--- config.mk ---
export PLATFORM = sky130hd
export DESIGN_NAME = swrst_ctrl
export DESIGN_NICKNAME = d
export VERILOG_FILES = /design/src/rtl/swrst_pkg.sv /design/src/rtl/swrst_cfg_reg.sv /design/src/rtl/swrst_pulse_timer.sv /design/src/rtl/swrst_req_router.sv /design/src/rtl/swrst_ctrl.sv
export SDC_FILE = /design/constraint.sdc
export NUM_CORES = 1
export LEC_CHECK = 0
export BUFFER_PORTS_ARGS = -buffer_cell sky130_fd_sc_hd__buf_4
export CAP_MARGIN = 25
export CORE_ASPECT_RATIO = 0.9
export CORE_MARGIN = 2
export CORE_UTILIZATION = 42
export DETAILED_ROUTE_END_ITERATION = 7
export MAX_ROUTING_LAYER = met4
export PLACE_DENSITY = 0.7
export SLEW_MARGIN = 0
export SYNTH_ARGS = -nofsm -noshare
export SYNTH_HDL_FRONTEND = slang
export SYNTH_SLANG_ARGS = --single-unit
--- constraint.sdc ---
create_clock -name clk_i -period 3.4 [get_ports clk_i]
set_input_delay 0.17 -clock clk_i [delete_from_list [all_inputs] [get_ports clk_i]]
set_output_delay 0.17 -clock clk_i [all_outputs]
set_load 0.01 [all_outputs]
--- src/rtl/swrst_pkg.sv ---
package swrst_pkg;
  localparam int TRIG_BIT = 0;
  localparam int DTEN_BIT = 6;
  localparam int CSEL_BIT = 7;

  typedef struct packed {
    logic cpu_sel;
    logic dt_en;
  } swrst_ctrl_t;

  typedef enum logic {
    ROUTE_CPU  = 1'b0,
    ROUTE_INIT = 1'b1
  } route_e;
endpackage

--- src/rtl/swrst_cfg_reg.sv ---
module swrst_cfg_reg
  import swrst_pkg::*;
#(
  parameter int AW = 8,
  parameter int DW = 8,
  parameter logic [AW-1:0] REG_OFFSET = 8'h47
) (
  input  logic          clk_i,
  input  logic          rst_ni,
  input  logic          we_i,
  input  logic [AW-1:0] addr_i,
  input  logic [DW-1:0] wdata_i,
  output logic [DW-1:0] rdata_o,
  output logic          trig_o,
  output swrst_ctrl_t   ctrl_o
);
  logic hit;
  swrst_ctrl_t ctrl_q;

  assign hit = (addr_i == REG_OFFSET);

  always_ff @(posedge clk_i or negedge rst_ni) begin
    if (!rst_ni) begin
      ctrl_q <= '0;
    end else if (we_i && hit) begin
      ctrl_q.cpu_sel <= wdata_i[CSEL_BIT];
      ctrl_q.dt_en   <= wdata_i[DTEN_BIT];
    end
  end

  // trigger is not stored: it reads back as 0
  assign trig_o = we_i && hit && wdata_i[TRIG_BIT];

  always_comb begin
    rdata_o = '0;
    if (hit) begin
      rdata_o[CSEL_BIT] = ctrl_q.cpu_sel;
      rdata_o[DTEN_BIT] = ctrl_q.dt_en;
    end
  end

  assign ctrl_o = ctrl_q;
endmodule

--- src/rtl/swrst_pulse_timer.sv ---
module swrst_pulse_timer #(
  parameter int LEN = 4,
  localparam int CW = $clog2(LEN + 1)
) (
  input  logic clk_i,
  input  logic rst_ni,
  input  logic start_i,
  output logic active_o
);
  logic [CW-1:0] cnt_q;

  assign active_o = (cnt_q != '0);

  // start while active is dropped: no restart, no extension
  always_ff @(posedge clk_i or negedge rst_ni) begin
    if (!rst_ni) begin
      cnt_q <= '0;
    end else if (start_i && !active_o) begin
      cnt_q <= CW'(LEN);
    end else if (active_o) begin
      cnt_q <= cnt_q - 1'b1;
    end
  end
endmodule

--- src/rtl/swrst_req_router.sv ---
module swrst_req_router
  import swrst_pkg::*;
(
  input  logic   req_i,
  input  route_e route_i,
  output logic [1:0] start_o   // [0] cpu reset, [1] init
);
  always_comb begin
    start_o = '0;
    start_o[route_i == ROUTE_INIT] = req_i;
  end
endmodule

--- src/rtl/swrst_ctrl.sv ---
module swrst_ctrl
  import swrst_pkg::*;
#(
  parameter int CLK_FREQ_HZ = 200_000_000,
  parameter int SHORT_CYC   = 4,
  parameter logic [7:0] REG_OFFSET = 8'h47,
  localparam longint PULSE_RAW = (longint'(CLK_FREQ_HZ) * 7) / 4000,
  localparam int PULSE_CYC = (PULSE_RAW < 1) ? 1 : int'(PULSE_RAW)
) (
  input  logic       clk_i,
  input  logic       rst_ni,
  input  logic       cfg_we_i,
  input  logic [7:0] cfg_addr_i,
  input  logic [7:0] cfg_wdata_i,
  output logic [7:0] cfg_rdata_o,
  input  logic       cpu_rst_req_i,
  output logic       dt_en_o,
  output logic       pci_rst_no,
  output logic       cpu_rst_no,
  output logic       init_no
);
  logic        trig;
  swrst_ctrl_t ctrl;
  logic        sw_active;
  logic [1:0]  route_start;
  logic [1:0]  route_active;

  swrst_cfg_reg #(.AW(8), .DW(8), .REG_OFFSET(REG_OFFSET)) u_reg (
    .clk_i   (clk_i),
    .rst_ni  (rst_ni),
    .we_i    (cfg_we_i),
    .addr_i  (cfg_addr_i),
    .wdata_i (cfg_wdata_i),
    .rdata_o (cfg_rdata_o),
    .trig_o  (trig),
    .ctrl_o  (ctrl)
  );

  swrst_pulse_timer #(.LEN(PULSE_CYC)) u_sw_timer (
    .clk_i    (clk_i),
    .rst_ni   (rst_ni),
    .start_i  (trig),
    .active_o (sw_active)
  );

  swrst_req_router u_router (
    .req_i   (cpu_rst_req_i),
    .route_i (route_e'(ctrl.cpu_sel)),
    .start_o (route_start)
  );

  for (genvar g = 0; g < 2; g++) begin : g_short
    swrst_pulse_timer #(.LEN(SHORT_CYC)) u_short (
      .clk_i    (clk_i),
      .rst_ni   (rst_ni),
      .start_i  (route_start[g]),
      .active_o (route_active[g])
    );
  end

  assign dt_en_o    = ctrl.dt_en;
  assign pci_rst_no = ~sw_active;
  assign cpu_rst_no = ~(sw_active | route_active[0]);
  assign init_no    = ~route_active[1];
endmodule

==> impl_metrics.tcl, run 1 <==
set metrics [dict create \
    switching_share_pct 28.9 \
    cp_num_buf_inv 3 \
    diodes 0 \
    cp_top_family "simple AND/OR/NAND/NOR gates" \
    synth_cell_types 37 \
    grt_pass1_vias 1039 \
    synthTopCellsByArea "dfrtp_1 (46%), o21ai_0 (4.8%), ha_1 (4.3%)" \
    drt_iter0_drc 54 \
    routabilityCongestion 0.833 \
    io_buffers 20 \
    maxCapViolations 0 \
    met3_usage_pct 4.71 \
    dieArea_mm2 0.00396 \
    avgSynthCellArea_um2 9.65 \
    wirelength_mm 2.68 \
    grt_use_met1_pct 18.6 \
    worstSetupEndpointType "output pin" \
    core_mm2 0.00335 \
    yosysWarningCount 0 \
    layout-drive-gt1-share_pct 17.3 \
    tightest_slew_ns 0.705 \
    routedWlPerCell_um 12.4 \
    combPwrFrac_pct 22.4 \
    crit_slowest_cell "or4b_1" \
    num-nets-final 199 \
    synthCells 151 \
    cts_tree "yes" \
    overflow 0 \
    vias 1130 \
    critPathMaxFanout 10 \
    fmax_mhz 355 \
    core.rowCount 20 \
    yosysTopAreaCell "dfrtp_1" \
    p_int_w 0.000526 \
    cp_cell_sequence "inv_1 > ha_1 > or4b_1 > nor3_1 > nand2_1 > inv_1 > buf_4" \
    fin_area_mm2 0.00169 \
    fp.dieW_um 66.1 \
    area_growth_pct 15.7 \
    power_density_mw_per_mm2 439 \
    ant_nets 0 \
    critical_path_arrival_ns 2.65 \
    grt_max_degree 28 \
    antenna_found_initial 0 \
    final_common_cell "dfrtp_1" \
    required_ns 3.23 \
    place_area_mm2 0.00163 \
    p_seq_share_pct 52.4 \
    clock-sinks 27 \
    numCtsBuffers 3 \
    outcome "finished, final reports clean" \
    p_clk_share_pct 25.3 \
    synth_ff_type "dfrtp_1" \
    hpwl_mm 2.09 \
    critPathKind "flip-flop to output pin" \
    netlist_area_mm2 0.00146 \
    io_pins 32 \
    use_met2_pct 25.5 \
    cts_buffer_depth 2 \
    grt_pass1_wl_mm 4.53 \
    floorplan.die.height_um 59.9 \
    finalCriticalPeriod_ns 2.82 \
    synth-edff-count 0 \
    h-tree-depth 1 \
    cts_root_buffer "clkbuf_8" \
    clock_skew_ns 0.00525 \
    switchingPower_w 0.000214 \
    viasPerCell 5.21 \
    gr-usage-all-layers_pct 15.2 \
    crit_top_cell "inv_1" \
    fin_crit_sh_pct 83.0 \
    seq_area_frac_synth_pct 46.4 \
    drv_slew 0 \
    drc 0 \
    fin_setup_tns_ns 0 \
    peakVddDrop_mv 0.328 \
    rsz0062_at_grt "no" \
    synth_top_area_share_pct 46.4 \
    clk_pin_slew_worst_paths_ns 0.10 \
    ys_ff_latch 27 \
    clkLatencyLatePin_ns 0.27 \
    placed_cells 212 \
    layoutNonFillerInstCount 217 \
    ys_async_sr_fraction_pct 100 \
    setup_viol 0 \
    final_hold_viol_count 0 \
    worst_path_largest_cell_delay_ns 0.62 \
    startpoint_type "flip-flop" \
    leakagePower_nw 0.770 \
    hold_class "primary input to flip-flop" \
    firstDrtPassIters 4 \
    globalRoute.busiestLayer "met2" \
    final_cell_mix "dfrtp_1 (27), buf_4 (20), o21ai_0 (14)" \
    start_util_pct 43.4 \
    slew_headroom_pct 52.6 \
]
==> sequential cells by signal, indices dropped and copies added (netlist names) <==
name,flops
u_reg.ctrl_o,2
u_sw_timer.cnt_q,19
g_short.u_short.cnt_q,6
==> power by group through the flow <==
stage          combinational [W]  sequential [W]  clock (W)
2_1_floorplan           0.000123        0.000387          0
3_3_place_gp            0.000155        0.000391          0
3_5_place_dp            0.000167        0.000393          0
4_1_cts                 0.000169        0.000388   0.000194
5_1_grt                 0.000195        0.000393   0.000210
6_report                0.000166        0.000388   0.000187
==> metrics by stage <==
stage	setup WS (ns)	power [W]	utilization [%]	hold WS [ns]
floorplan	1.11	0.000510	-	-0.126
global placement	0.959	0.000546	48.5	0.102
detailed placement	0.880	0.000561	48.5	0.104
CTS	0.606	0.000751	50.3	0.117
global route	0.401	0.000798	50.3	0.109
finish	0.580	0.000740	50.3	0.122
==> cells by family after synthesis <==
| logic type | count (synthesis) | share of synthesized area (%) |
|---|---|---|
| AOI/OAI and AO/OA | 33 | 13.4 |
| xor gates and xnor gates | 6 | 3.61 |
| adders and majority gates | 5 | 4.30 |
| buffers and inverters | 17 | 6.10 |
| DFF | 27 | 46.4 |
| muxes | 5 | 3.87 |
| other | 1 | 0.257 |
| and+or+nand+nor | 57 | 22.1 |
==> what timing repair did <==
action	CTS	global route
buffers inserted	0	0
resized for setup	0	0
hold buffers	1	0
hold endpoints to repair	27	0
endpoints found under the setup margin	0	0
==> synthesized netlist by cell type (4+ instances only) <==
library cell  number
or4_1              4
mux2_2             5
buf_4              6
dfrtp_1           27
nor2b_1            5
nand2_1            9
nor3_1             4
nand2b_1           4
a21oi_1            6
nor2_1            10
xnor2_1            5
o21ai_0           14
inv_1              9
ha_1               5
==> per-layer routing <==
layer / wire, µm / up-vias / part of all wire (%)
met5: 0 / - / 0
met4: 5 / 0 / 0.19
met3: 135 / 2 / 5.0
met2: 1290 / 32 / 48
met1: 1250 / 527 / 47
li1: - / 569 / -
==> final timing paths <==
| check | end | slack, ns | startpoint | depth (start not counted) |
|---|---|---|---|---|
| min in group asynchronous | u_sw_timer.cnt_q[13] | 0.34 | rst_ni | 2 |
| max in group asynchronous | u_sw_timer.cnt_q[5] | 2.81 | rst_ni | 2 |
| min reg2reg | g_short[0].u_short.cnt_q[2] | 0.50 | g_short[0].u_short.cnt_q[2] | 1 |
| max | pci_rst_no | 0.58 | u_sw_timer.cnt_q[0] | 7 |
| max reg2reg | u_sw_timer.cnt_q[18] | 0.88 | u_sw_timer.cnt_q[0] | 6 |
| min | u_reg.ctrl_o[0] | 0.12 | cfg_wdata_i[6] | 2 |
==> final cells by class <==
type	instances	area [µm²]
Timing Repair Buffer	21	160
Fill cell	316	1670
Sequential cell	27	676
Clock buffer	3	41.3
Tap cell	44	55.1
Inverter	9	33.8
Multi-Input combinational cell	112	711
Clock inverter	1	8.76
Note: power is estimated with default switching activity, not from simulation.
==> inputs of run 2 (changes only) <==
clock period = 2.7 ns   (was 3.4 ns; I/O delays follow)
==> run 2 against run 1 <==
Net effect: wire length increased by 4.2%; register-to-register slack got worse by 0.68 ns; global-route usage increased by 1.0 points; largest power group unchanged; highest routed layer unchanged; count of clock-buffer cells in the layout unchanged; critical path depth unchanged; clock power increased by 22%; design area increased by 0.89%.
==> impl_metrics.tcl, run 2 (synthesized netlist as in run 1, its figures left out) <==
set metrics [dict create \
    peakVddDrop_mv 0.558 \
    fin_area_mm2 0.00170 \
    clkLatencyLatePin_ns 0.27 \
    overflow 0 \
    fin_util_pct 50.7 \
    multi_input_area_um2 722 \
    post-place-ws_ns 0.151 \
    area_growth_pct 16.8 \
    drc 0 \
    drt_iter0_drc 29 \
    floorplan.die.height_um 59.9 \
    maxCapViolations 0 \
    grt_max_degree 28 \
    routabilityCongestion 0.816 \
    core.rowCount 20 \
    largest_register_ff_count 19 \
    startpoint_type "flip-flop" \
    p_seq_share_pct 52.4 \
    outcome "finished, final reports clean" \
    cts_root_buffer "clkbuf_8" \
    worstSetupEndpointType "output pin" \
    io_pins 32 \
    final_hold_viol_count 0 \
    worstReg2RegStart "u_sw_timer.cnt_q[0]" \
    hpwl_mm 2.09 \
    tightest_slew_ns 0.672 \
    rsz0062_at_grt "no" \
    critPathMaxFanout 10 \
    core_mm2 0.00335 \
    fin_crit_sh_pct 94.4 \
    viasPerCell 5.30 \
    fp.dieW_um 66.1 \
    switchingPower_w 0.000270 \
    required_ns 2.57 \
    reg2reg_depth 6 \
    vias 1155 \
    clock_skew_ns 0.00404 \
    numCtsBuffers 3 \
    worst_path_largest_cell_delay_ns 0.62 \
    rr_endpoint "u_sw_timer.cnt_q[18]" \
    ant_nets 0 \
    critPathKind "flip-flop to output pin" \
    p_int_w 0.000660 \
    antenna_found_initial 0 \
    h-tree-depth 1 \
    cp_cell_sequence "inv_1 > ha_1 > or4b_1 > nor3_2 > nand2_1 > inv_1 > buf_4" \
    switching_share_pct 29.1 \
    clock-sinks 27 \
    num-nets-final 200 \
    cts_buffer_depth 2 \
    ff2ff_setup_slack_ns 0.20 \
    cp_num_buf_inv 3 \
    drv_slew 0 \
    slew_headroom_pct 54.8 \
    critical_path_arrival_ns 2.41 \
    seq_area_um2 676 \
    clk_pin_slew_worst_paths_ns 0.09 \
    fillers 328 \
    setup_viol 0 \
    grt_pass1_wl_mm 4.78 \
    start_util_pct 43.4 \
    p_clk_share_pct 24.5 \
    routedWlPerCell_um 12.8 \
    final_common_cell "dfrtp_1" \
    setup_slack_ns 0.151 \
    leakagePower_nw 0.775 \
    grt_pass1_vias 1126 \
    finalCriticalPeriod_ns 2.55 \
    firstDrtPassIters 4 \
    cp_top_family "simple AND/OR/NAND/NOR gates" \
    min_to "u_reg.ctrl_o[0]" \
    holdCritStartpoint "cfg_wdata_i[6]" \
    post_cts_buffers 0 \
    hold_slack_ns 0.0881 \
    diodes 0 \
    fmax_mhz 392 \
    cts_tree "yes" \
    wirelength_mm 2.79 \
    fin_setup_tns_ns 0 \
    hold_class "primary input to flip-flop" \
    gr-usage-all-layers_pct 16.2 \
    crit_top_cell "inv_1" \
    dieArea_mm2 0.00396 \
    whs_path_depth 2 \
    power_density_mw_per_mm2 547 \
    layout-drive-gt1-share_pct 19.0 \
    place_area_mm2 0.00163 \
    crit_slowest_cell "or4b_1" \
    final_cell_mix "dfrtp_1 (27), buf_4 (21), o21ai_0 (14)" \
    io_buffers 20 \
    max_flop_register "u_sw_timer.cnt_q" \
    combPwrFrac_pct 23.0 \
]
==> run 2: cell types whose count changed in the layout (fill, tap and decap cells not counted) <==
cell | previous run | this run
inv_6 | 1 | 0
nor4_2 | 0 | 1
nor4_1 | 3 | 2
nor3_2 | 0 | 1
nor3_1 | 4 | 3
buf_4 | 20 | 21
clkinv_2 | 0 | 1
==> run 2: metal layers <==
metal / share of wire (%) / GRT usage, %
met1: 47 / 20.4
met2: 48 / 26.6
met3: 5.1 / 3.58
met4: 0.32 / 4.96
met5: 0 / -
==> run 2: timing repair <==
| action | 4_1_cts | 5_1_grt |
|---|---|---|
| endpoints found under the setup margin | 2 | 1 |
| hold buffers | 1 | 0 |
| resized for setup | 1 | 1 |
| endpoints found under the hold margin | 27 | 0 |
| pin swaps | 0 | 0 |
| cloned | 0 | 0 |
==> run 2: power by group through the flow <==
stage	sequential (W)	combinational, W	clock [W]
3_3_place_gp	0.000492	0.000196	0
4_1_cts	0.000488	0.000219	0.000234
2_1_floorplan	0.000488	0.000155	0
6_report	0.000488	0.000214	0.000228
5_1_grt	0.000495	0.000249	0.000248
3_5_place_dp	0.000494	0.000217	0
==> run 2: final cells by class <==
type,instances,share of cell area [%]
Multi-Input combinational cell,112,42.5
Tap cell,44,3.24
Clock inverter,1,0.294
Timing Repair Buffer,22,9.86
Clock buffer,3,2.43
Inverter,9,1.99
Sequential cell,27,39.7
==> run 2: stage by stage <==
step	cells	total power, W
finish	218	0.000930
global route	218	0.000993
CTS	218	0.000941
detailed placement	213	0.000711
global placement	213	0.000688
floorplan	156	0.000643
==> run 2: how the worst max path moves through the flow <==
| stage | start | to | depth (start not counted) | slack (ns) |
|---|---|---|---|---|
| 6_report | u_sw_timer.cnt_q[0] | pci_rst_no | 7 | 0.15 |
| 5_1_grt | u_sw_timer.cnt_q[1] | cpu_rst_no | 7 | 0.005 |
| 4_1_cts | u_sw_timer.cnt_q[0] | u_sw_timer.cnt_q[18] | 6 | 0.12 |
| 3_5_place_dp | u_sw_timer.cnt_q[0] | u_sw_timer.cnt_q[18] | 6 | 0.15 |
| 3_3_place_gp | u_sw_timer.cnt_q[0] | u_sw_timer.cnt_q[18] | 6 | 0.27 |
| 2_1_floorplan | u_sw_timer.cnt_q[0] | u_sw_timer.cnt_q[18] | 8 | 0.41 |
